File: config.mk
export PLATFORM = sky130hd
export DESIGN_NAME = aligned_clk_div
export DESIGN_NICKNAME = d
export VERILOG_FILES = /design/src/rtl/acd_pkg.sv /design/src/rtl/acd_en_capture.sv /design/src/rtl/acd_toggle_div.sv /design/src/rtl/acd_sel_div.sv /design/src/rtl/acd_phase_mark.sv /design/src/rtl/aligned_clk_div.sv
export SDC_FILE = /design/constraint.sdc
export NUM_CORES = 1
export LEC_CHECK = 0
export CAP_MARGIN = 20
export CORE_AREA = 2 2 39 41
export DETAILED_ROUTE_END_ITERATION = 6
export DIE_AREA = 0 0 41 43
export PLACE_DENSITY = 0.6
export SYNTH_ARGS = -nofsm -noshare
export SYNTH_HDL_FRONTEND = slang
export SYNTH_SLANG_ARGS = --single-unit
export TNS_END_PERCENT = 1
File: constraint.sdc
create_clock -name clk_i -period 2.6 [get_ports clk_i]
set_input_delay 0.39 -clock clk_i [delete_from_list [all_inputs] [get_ports clk_i]]
set_output_delay 0.39 -clock clk_i [all_outputs]
set_load 0.01 [all_outputs]
File: src/rtl/acd_pkg.sv
`timescale 1ns/1ps
package acd_pkg;
  typedef enum logic {
    RATIO_LO = 1'b0,
    RATIO_HI = 1'b1
  } ratio_e;
endpackage

File: src/rtl/acd_en_capture.sv
`timescale 1ns/1ps
module acd_en_capture (
  input  logic clk_i,
  input  logic rst_ni,
  input  logic en_i,
  output logic en_o
);
  logic en_q;

  // falling-edge capture: internal enable only moves while clk_i is low
  always_ff @(negedge clk_i or negedge rst_ni) begin
    if (!rst_ni) en_q <= 1'b0;
    else         en_q <= en_i;
  end

  assign en_o = en_q;

  always @(en_q) begin
    if (rst_ni) begin
      AST_EN_CLK_LOW: assert (clk_i == 1'b0) else $error("enable moved while clk high");
    end
  end
endmodule

File: src/rtl/acd_toggle_div.sv
`timescale 1ns/1ps
module acd_toggle_div (
  input  logic clk_i,
  input  logic rst_ni,
  input  logic ce_i,
  output logic q_o,
  output logic rise_o
);
  logic q_q;

  always_ff @(posedge clk_i or negedge rst_ni) begin
    if (!rst_ni)   q_q <= 1'b0;
    else if (ce_i) q_q <= ~q_q;
  end

  assign q_o    = q_q;
  assign rise_o = ~q_q;

  AST_DIV2_TOGGLE: assert property (@(posedge clk_i) disable iff (!rst_ni)
    ce_i |=> (q_o != $past(q_o))) else $error("div2 missed toggle");
  AST_DIV2_HOLD: assert property (@(posedge clk_i) disable iff (!rst_ni)
    !ce_i |=> $stable(q_o)) else $error("div2 moved while disabled");
endmodule

File: src/rtl/acd_sel_div.sv
`timescale 1ns/1ps
module acd_sel_div
  import acd_pkg::*;
#(
  parameter int unsigned LO_RATIO = 4,
  parameter int unsigned HI_RATIO = 6
) (
  input  logic clk_i,
  input  logic rst_ni,
  input  logic ce_i,
  input  logic sel_i,
  output logic q_o,
  output logic rise_o
);
  localparam int unsigned CNT_W = $clog2(HI_RATIO);
  localparam logic [CNT_W-1:0] LO_LAST = CNT_W'(LO_RATIO - 1);
  localparam logic [CNT_W-1:0] HI_LAST = CNT_W'(HI_RATIO - 1);
  localparam logic [CNT_W-1:0] LO_HALF = CNT_W'(LO_RATIO / 2);
  localparam logic [CNT_W-1:0] HI_HALF = CNT_W'(HI_RATIO / 2);
  localparam logic [CNT_W-1:0] ONE     = CNT_W'(1);

  logic [CNT_W-1:0] cnt_q, cnt_d;
  ratio_e           ratio_q, ratio_d;
  logic             q_q, q_d;
  logic             wrap;

  assign wrap = (cnt_q == '0);

  // down-counter; ratio latched only at period start
  always_comb begin
    ratio_d = ratio_q;
    cnt_d   = cnt_q - ONE;
    if (wrap) begin
      ratio_d = ratio_e'(sel_i);
      cnt_d   = sel_i ? HI_LAST : LO_LAST;
    end
    q_d = (cnt_d >= ((ratio_d == RATIO_HI) ? HI_HALF : LO_HALF));
  end

  always_ff @(posedge clk_i or negedge rst_ni) begin
    if (!rst_ni) begin
      cnt_q   <= '0;
      ratio_q <= RATIO_LO;
      q_q     <= 1'b0;
    end else if (ce_i) begin
      cnt_q   <= cnt_d;
      ratio_q <= ratio_d;
      q_q     <= q_d;
    end
  end

  assign q_o    = q_q;
  assign rise_o = wrap;

  AST_CNT_RANGE: assert property (@(posedge clk_i) disable iff (!rst_ni)
    cnt_q < CNT_W'(HI_RATIO)) else $error("count out of range");
  AST_RATIO_AT_WRAP: assert property (@(posedge clk_i) disable iff (!rst_ni)
    !$stable(ratio_q) |-> ($past(cnt_q) == '0)) else $error("ratio changed mid-period");
  AST_DIVB_HOLD: assert property (@(posedge clk_i) disable iff (!rst_ni)
    !ce_i |=> ($stable(cnt_q) && $stable(q_o))) else $error("divb moved while disabled");
endmodule

File: src/rtl/acd_phase_mark.sv
`timescale 1ns/1ps
module acd_phase_mark (
  input  logic clk_i,
  input  logic rst_ni,
  input  logic ce_i,
  input  logic a_rise_i,
  input  logic b_rise_i,
  output logic phase_o
);
  logic phase_q;

  always_ff @(posedge clk_i or negedge rst_ni) begin
    if (!rst_ni)   phase_q <= 1'b0;
    else if (ce_i) phase_q <= a_rise_i & b_rise_i;
  end

  assign phase_o = phase_q;

  AST_PHASE_ONE: assert property (@(posedge clk_i) disable iff (!rst_ni)
    (phase_o && ce_i) |=> !phase_o) else $error("phase wider than one cycle");
endmodule

File: src/rtl/aligned_clk_div.sv
`timescale 1ns/1ps
module aligned_clk_div #(
  parameter int unsigned LO_RATIO = 4,
  parameter int unsigned HI_RATIO = 6
) (
  input  logic clk_i,
  input  logic rst_ni,
  input  logic en_i,
  input  logic sel_i,
  output logic div2_o,
  output logic div46_o,
  output logic phase_o
);
  logic ce;
  logic a_rise, b_rise;

  acd_en_capture u_en (
    .clk_i (clk_i),
    .rst_ni(rst_ni),
    .en_i  (en_i),
    .en_o  (ce)
  );

  acd_toggle_div u_div2 (
    .clk_i (clk_i),
    .rst_ni(rst_ni),
    .ce_i  (ce),
    .q_o   (div2_o),
    .rise_o(a_rise)
  );

  acd_sel_div #(
    .LO_RATIO(LO_RATIO),
    .HI_RATIO(HI_RATIO)
  ) u_div46 (
    .clk_i (clk_i),
    .rst_ni(rst_ni),
    .ce_i  (ce),
    .sel_i (sel_i),
    .q_o   (div46_o),
    .rise_o(b_rise)
  );

  acd_phase_mark u_phase (
    .clk_i   (clk_i),
    .rst_ni  (rst_ni),
    .ce_i    (ce),
    .a_rise_i(a_rise),
    .b_rise_i(b_rise),
    .phase_o (phase_o)
  );

  AST_SHARED_RISE: assert property (@(posedge clk_i) disable iff (!rst_ni)
    $rose(div46_o) |-> $rose(div2_o)) else $error("divb rose without div2");
  AST_PHASE_CAUSE: assert property (@(posedge clk_i) disable iff (!rst_ni)
    phase_o |-> (div2_o && div46_o)) else $error("phase without both high");
endmodule

==> results of run 1 <==
flip-flops by register name (all words and copies together) (netlist names):
name and count:
u_phase.phase_o 1, u_en.en_o 1, u_div46.ratio_q 1, u_div46.q_o 1, u_div46.cnt_q 3, u_div2.q_o 1
cells in the final DEF (no fill, tap or decap):
master / count
sky130_fd_sc_hd__clkdlybuf4s50_1: 6
sky130_fd_sc_hd__nor2_1: 4
sky130_fd_sc_hd__ha_1: 3
sky130_fd_sc_hd__a31o_2: 1
sky130_fd_sc_hd__o221ai_1: 1
sky130_fd_sc_hd__clkbuf_4: 3
sky130_fd_sc_hd__clkbuf_1: 1
sky130_fd_sc_hd__xor2_1: 1
sky130_fd_sc_hd__mux2_4: 1
sky130_fd_sc_hd__nor2b_2: 1
sky130_fd_sc_hd__nand2_1: 6
sky130_fd_sc_hd__o21ai_0: 1
sky130_fd_sc_hd__a21oi_1: 1
sky130_fd_sc_hd__nand3_1: 1
sky130_fd_sc_hd__buf_4: 2
sky130_fd_sc_hd__nand2b_1: 1
sky130_fd_sc_hd__inv_1: 5
sky130_fd_sc_hd__or2b_1: 1
sky130_fd_sc_hd__o211ai_2: 1
sky130_fd_sc_hd__dfrtp_1: 7
sky130_fd_sc_hd__dfrtn_1: 1
sky130_fd_sc_hd__mux2_2: 2
cells by family after synthesis:
kind of cell | share of synthesized area, %
buf+inv | 5.76
fa+ha+maj | 9.09
compound gates | 9.69
flops | 48.5
mux | 9.09
xor+xnor | 2.12
simple gates | 15.8
critical path: cells and delay by family (launching register included):
kind / cells / cell delay (ns)
flops: 1 / 0.50
simple gates: 1 / 0.10
mux: 1 / 0.30
metrics by stage:
step	power (mW)	instances	worst slack, ns	utilization, %	hold slack, ns
finish	0.567	67	0.266	38.2	0.463
global route	0.638	67	0.216	38.2	0.463
CTS	0.582	67	0.264	38.2	0.463
detailed placement	0.475	63	0.279	36.3	0.481
global placement	0.472	63	0.305	36.3	0.491
floorplan	0.391	40	0.280	-	0.0944
area by class of cell:
| type | instances | share of cell area, % |
|---|---|---|
| tap | 16 | 3.78 |
| multi-input combinational | 26 | 35.7 |
| inverter | 5 | 3.55 |
| sequential | 8 | 37.8 |
| timing repair buffer | 8 | 14.2 |
| clock buffer | 4 | 4.96 |
path summary, 6_finish.rpt:
| kind | endpoint | startpoint | cells past startpoint |
|---|---|---|---|
| worst max-delay path | u_div46.ratio_q | u_en.en_o | 2 |
| worst min-delay path | u_div46.cnt_q[2] | rst_ni | 2 |
| worst max register to register | u_div46.ratio_q | u_en.en_o | 2 |
| worst min register to register | u_div2.q_o | u_div2.q_o | 1 |
| max in group asynchronous | u_en.en_o | rst_ni | 1 |
| min in group clk_i | u_div2.q_o | u_div2.q_o | 1 |
synth_stat cells:
cell type                  count
sky130_fd_sc_hd__or2b_1        1
sky130_fd_sc_hd__xor2_1        1
sky130_fd_sc_hd__ha_1          3
sky130_fd_sc_hd__nand3_1       1
sky130_fd_sc_hd__dfrtn_1       1
sky130_fd_sc_hd__a31o_2        1
sky130_fd_sc_hd__o221ai_1      1
sky130_fd_sc_hd__o21ai_0       1
sky130_fd_sc_hd__nor2_1        4
sky130_fd_sc_hd__o211ai_2      1
sky130_fd_sc_hd__nand2b_1      1
sky130_fd_sc_hd__nor2b_2       1
sky130_fd_sc_hd__dfrtp_1       7
sky130_fd_sc_hd__mux2_4        1
sky130_fd_sc_hd__a21oi_1       1
sky130_fd_sc_hd__mux2_2        2
sky130_fd_sc_hd__inv_1         5
sky130_fd_sc_hd__nand2_1       6
sky130_fd_sc_hd__buf_2         1
per-layer routing:
layer  GRT usage [%]  vias to the layer above  routed length, microns
met3            4.71                        2                      31
met1            13.4                      140                     309
met5               0                        -                       0
li1                -                      153                       -
met2            15.3                        4                     329
met4            10.0                        0                      13
power by group through the flow:
stage | sequential (mW) | clock [mW] | combinational [mW]
2_1_floorplan | 0.217 | 0 | 0.174
3_3_place_gp | 0.213 | 0 | 0.259
3_5_place_dp | 0.215 | 0 | 0.260
4_1_cts | 0.213 | 0.107 | 0.262
5_1_grt | 0.219 | 0.118 | 0.301
6_report | 0.212 | 0.0997 | 0.256
==> results by group, run 1 <==
Outcome
  – Run status: finished, final reports clean

Logic synthesis
  – Unique cell type count in the Yosys netlist: 19
  – Net count after synthesis: 47
  – Top cell type's share of synthesized area: 42.4%
  – Biggest area consumer among synthesized cells: sky130_fd_sc_hd__dfrtp_1
  – Post-Syn Instances: 40
  – Part of the Yosys area used for sequential elements: 48.5%
  – Post-Synthesis Mean Instance Area: 10.3 sq um
  – Most area-consuming cells after synthesis: sky130_fd_sc_hd__dfrtp_1 (42%), sky130_fd_sc_hd__ha_1 (9.1%), sky130_fd_sc_hd__dfrtn_1 (6.1%), sky130_fd_sc_hd__mux2_2 (5.5%), sky130_fd_sc_hd__nand2_1 (5.5%)
  – Synthesis Warnings: 0
  – Combined area of all synthesized cells: 413 sq um
  – Seq cells post-synth: 8

Detailed routing
  – Total wirelength of the detailed-routed design: 684 microns
  – Routed wire per std cell: 10.2 microns
  – Remaining design rule violation count: 0
  – Via count: 299
  – First-pass DRT Iterations: 3
  – Average vias per placed instance: 4.46
  – Post-route antenna net violation count: 0
  – Violation count after the first detailed-routing iteration: 2

Timing
  – Final hold violations: 0
  – Max transition margin: 86.5%
  – Setup violations, final: 0
  – Total negative slack: 0 ns
  – Number of max-slew violations in the final report: 0
  – Unrepaired setup endpoints after global routing: no
  – Layout Skew: 0.0116 ns
  – Tightest Pin Transition: 0.203 ns

Floorplan
  – Initial core utilization: 29.8%
  – Die W: 41 microns
  – Height of the die: 43 microns
  – Core box area: 1380 sq um
  – Cell Rows: 14
  – Die Footprint: 1760 sq um
  – Ports placed on the boundary: 7

Pwr
  – Net Sw Frac: 34.2%
  – Combinational power share: 45.1%
  – IR Drop Worst-Case VDD: 0.343 mV
  – Power per unit of standard cell area: 1070 nW/um^2
  – Fraction of power consumed by sequential logic: 37.3%
  – Share of power burned in the clock network: 17.6%
  – Leakage power: 0.255 nW
  – Internal: 0.373 mW
  – Sw Pwr: 0.194 mW

Place
  – Count of port buffers added during placement: 6
  – Final HPWL DP: 546 microns
  – Gp weighted congestion: 0.690
  – Total placed instance area: 503 sq um

Clock tree
  – Clock tree from TritonCTS: done
  – Hold_buf cts: 0
  – Number of buffers inserted during clock tree synthesis: 3
  – Setup Fix Bufs, Post-CTS: 0
  – CTS-repair resized insts: 0
  – CTS max path bufs: 2
  – Level count of the clock H-tree: 1
  – Latest clock arrival within the worst-skew pair: 0.25 ns
  – Number of sinks driven by the clock tree: 8
  – Master cell of the clock root buffer: sky130_fd_sc_hd__clkbuf_4
  – Register clock-pin slew on the reported worst setup and hold paths: 0.06 ns

Global routing
  – Overall overflow remaining after global route: 0
  – Vias in the first global route: 327
  – Number of antenna violations at the first check in global routing: 0
  – Largest net degree at the start of global routing: 8
  – Wire length of the first global-routing pass: 1280 microns
  – Overall routing resource usage: 11.5%

Finish
  – Multi-input combinational cell area: 189 sq um
  – Final net count: 59
  – Sequential Area: 200 sq um
  – Fill count: 144
  – Layout area overhead: 28.2%
  – Final std cell area, no fill: 529 sq um
  – Fraction of final layout cells sized beyond drive strength 1: 21.6%
  – Diodes inserted: 0

Hold path
  – Min-Delay Path Class: in2async

Critical path
  – Setup slack, reg-to-reg: 0.27 ns
  – Endpoint required time on the critical path: 2.73 ns
  – Startpoint-to-endpoint class of the critical path: reg2reg
  – List of cells traversed by the critical path: nand2_1 > mux2_4
  – Setup crit end kind: register
  – Slowest cell delay on critical path: 0.50 ns
  – Crit path arrival time: 2.46 ns
  – CP Launch Type: register
  – Highest net fanout along the worst path: 6
  – Slowest-stage cell, CP: sky130_fd_sc_hd__dfrtn_1

Run
  – Max-cap viol count: 0
Power figures use the tool's default switching activity.
==> run 2: changes to the inputs <==
GPL_TIMING_DRIVEN = 0   (was not set)
RECOVER_POWER = 25   (was not set)
==> run 2 against run 1 <==
Critical path depth stayed put. Total power increased by 1.9%. Critical endpoint is now u_phase.phase_o. Combinational power is 4% higher. First-iteration DRC count rose to 2.5 times the previous value. Final cell count shrank 1.5%. Largest power group unchanged. Clock-buffer cell count did not move. Wire length grew 2.9%.
==> results by group, run 2 (synthesis gave the netlist of run 1 again) <==
Timing
  – Number of max-slew violations in the final report: 0
  – Setup slack of the critical path after layout: 0.206 ns
  – Tightest Pin Transition: 0.384 ns
  – Worst-case hold slack: 0.488 ns
  – Max transition margin: 74.3%
  – Total negative slack: 0 ns
  – Setup violations, final: 0
  – Final hold violations: 0
  – Unrepaired setup endpoints after global routing: no
  – Layout Skew: 0.0147 ns

Detailed routing
  – Post-route antenna net violation count: 0
  – Total wirelength of the detailed-routed design: 704 microns
  – Routed wire per std cell: 10.7 microns
  – First-pass DRT Iterations: 5
  – Remaining design rule violation count: 0
  – Average vias per placed instance: 4.44
  – Via count: 293
  – Violation count after the first detailed-routing iteration: 5

Finish
  – Final net count: 58
  – Commonest cells after routing, fill and taps aside: sky130_fd_sc_hd__dfrtp_1 (7), sky130_fd_sc_hd__nand2_1 (6), sky130_fd_sc_hd__inv_1 (5), sky130_fd_sc_hd__clkdlybuf4s50_1 (5), sky130_fd_sc_hd__nor2_1 (4)
  – Layout area overhead: 25.8%
  – Diodes inserted: 0
  – Fraction of final layout cells sized beyond drive strength 1: 20.0%
  – Largest reg by FF count: u_div46.cnt_q
  – Most common cell after layout, fill and taps aside: sky130_fd_sc_hd__dfrtp_1
  – Number of flip-flops in the largest register: 3

Outcome
  – Run status: finished, final reports clean

Global routing
  – Number of antenna violations at the first check in global routing: 0
  – Overall overflow remaining after global route: 0
  – Vias in the first global route: 267
  – Overall routing resource usage: 10.3%
  – Largest net degree at the start of global routing: 11
  – Wire length of the first global-routing pass: 1110 microns

Critical path
  – Setup crit end kind: register
  – Slowest cell delay on critical path: 0.40 ns
  – Top cell family by delay on the critical path: flip-flops
  – Highest net fanout along the worst path: 10
  – Slowest-stage cell, CP: sky130_fd_sc_hd__dfrtn_1
  – Endpoint required time on the critical path: 2.74 ns
  – List of cells traversed by the critical path: buf_2 > mux2_2
  – CP Launch Type: register
  – Startpoint-to-endpoint class of the critical path: reg2reg
  – Crit path arrival time: 2.53 ns
  – Count of buffering cells on the critical path with inverters included: 1
  – Depth of the worst register-to-register path: 2
  – Stages on worst setup path: 2

Clock tree
  – Number of sinks driven by the clock tree: 8
  – Master cell of the clock root buffer: sky130_fd_sc_hd__clkbuf_4
  – Register clock-pin slew on the reported worst setup and hold paths: 0.06 ns
  – CTS max path bufs: 2
  – Hold_buf cts: 0
  – Number of buffers inserted during clock tree synthesis: 3
  – Level count of the clock H-tree: 1
  – Setup Fix Bufs, Post-CTS: 0
  – CTS-repair resized insts: 0
  – Clock tree from TritonCTS: done
  – Latest clock arrival within the worst-skew pair: 0.26 ns

Pwr
  – IR Drop Worst-Case VDD: 0.535 mV
  – Leakage power: 0.250 nW
  – Power per unit of standard cell area: 1110 nW/um^2
  – Overall power of the completed layout: 0.578 mW

Floorplan
  – Core box area: 1380 sq um
  – Die Footprint: 1760 sq um
  – Cell Rows: 14
  – Ports placed on the boundary: 7
  – Die W: 41 microns
  – Initial core utilization: 29.8%
  – Height of the die: 43 microns

Place
  – Count of port buffers added during placement: 6
  – Post-Place Worst Slack: 0.216 ns
  – Final HPWL DP: 547 microns
  – Gp weighted congestion: 0.691

Hold path
  – Min-Delay Path Class: in2async

Run
  – Max-cap viol count: 0
## run 2: cell types whose count changed in the layout (fill, tap and decap cells not counted)
cell                              delta
sky130_fd_sc_hd__buf_4               -2
sky130_fd_sc_hd__buf_2               +1
sky130_fd_sc_hd__clkdlybuf4s50_1     -1
sky130_fd_sc_hd__dlygate4sd3_1       +1
## run 2: per-layer routing
layer,wire length (microns),track usage (%)
met3,49,7.85
met5,0,0
met1,323,13.4
met4,0,6.00
met2,331,11.6
## run 2: area by class of cell
class / instances / area, sq um
fill: 144 / 865
sequential: 8 / 200
multi-input combinational: 26 / 189
timing repair buffer: 6 / 60.1
clock buffer: 4 / 26.3
tap: 16 / 20.0
inverter: 5 / 18.8
buffer: 1 / 5.00
## run 2: power breakdown
part	internal, mW	switching, mW
Combinational	0.140	0.127
Clock	0.0588	0.0430
Sequential	0.176	0.0346
## run 2: path summary, 6_finish.rpt
| check | from | end | slack [ns] |
|---|---|---|---|
| worst max-delay path | u_en.en_o | u_phase.phase_o | 0.21 |
| worst min-delay path | rst_ni | u_div46.ratio_q | 0.49 |
| worst max register to register | u_en.en_o | u_phase.phase_o | 0.21 |
| max in group asynchronous | rst_ni | u_en.en_o | 0.63 |
| worst min register to register | u_div2.q_o | u_div2.q_o | 0.49 |
| min in group clk_i | u_div2.q_o | u_div2.q_o | 0.49 |
## run 2: through the flow
step / std cells / utilization (%) / area (sq um)
after global placement: 62 / 35.6 / 493
after detailed placement: 62 / 35.6 / 493
after CTS: 66 / 37.5 / 519
after floorplan: 40 / - / 413
after global routing: 66 / 37.5 / 519
final: 66 / 37.5 / 519
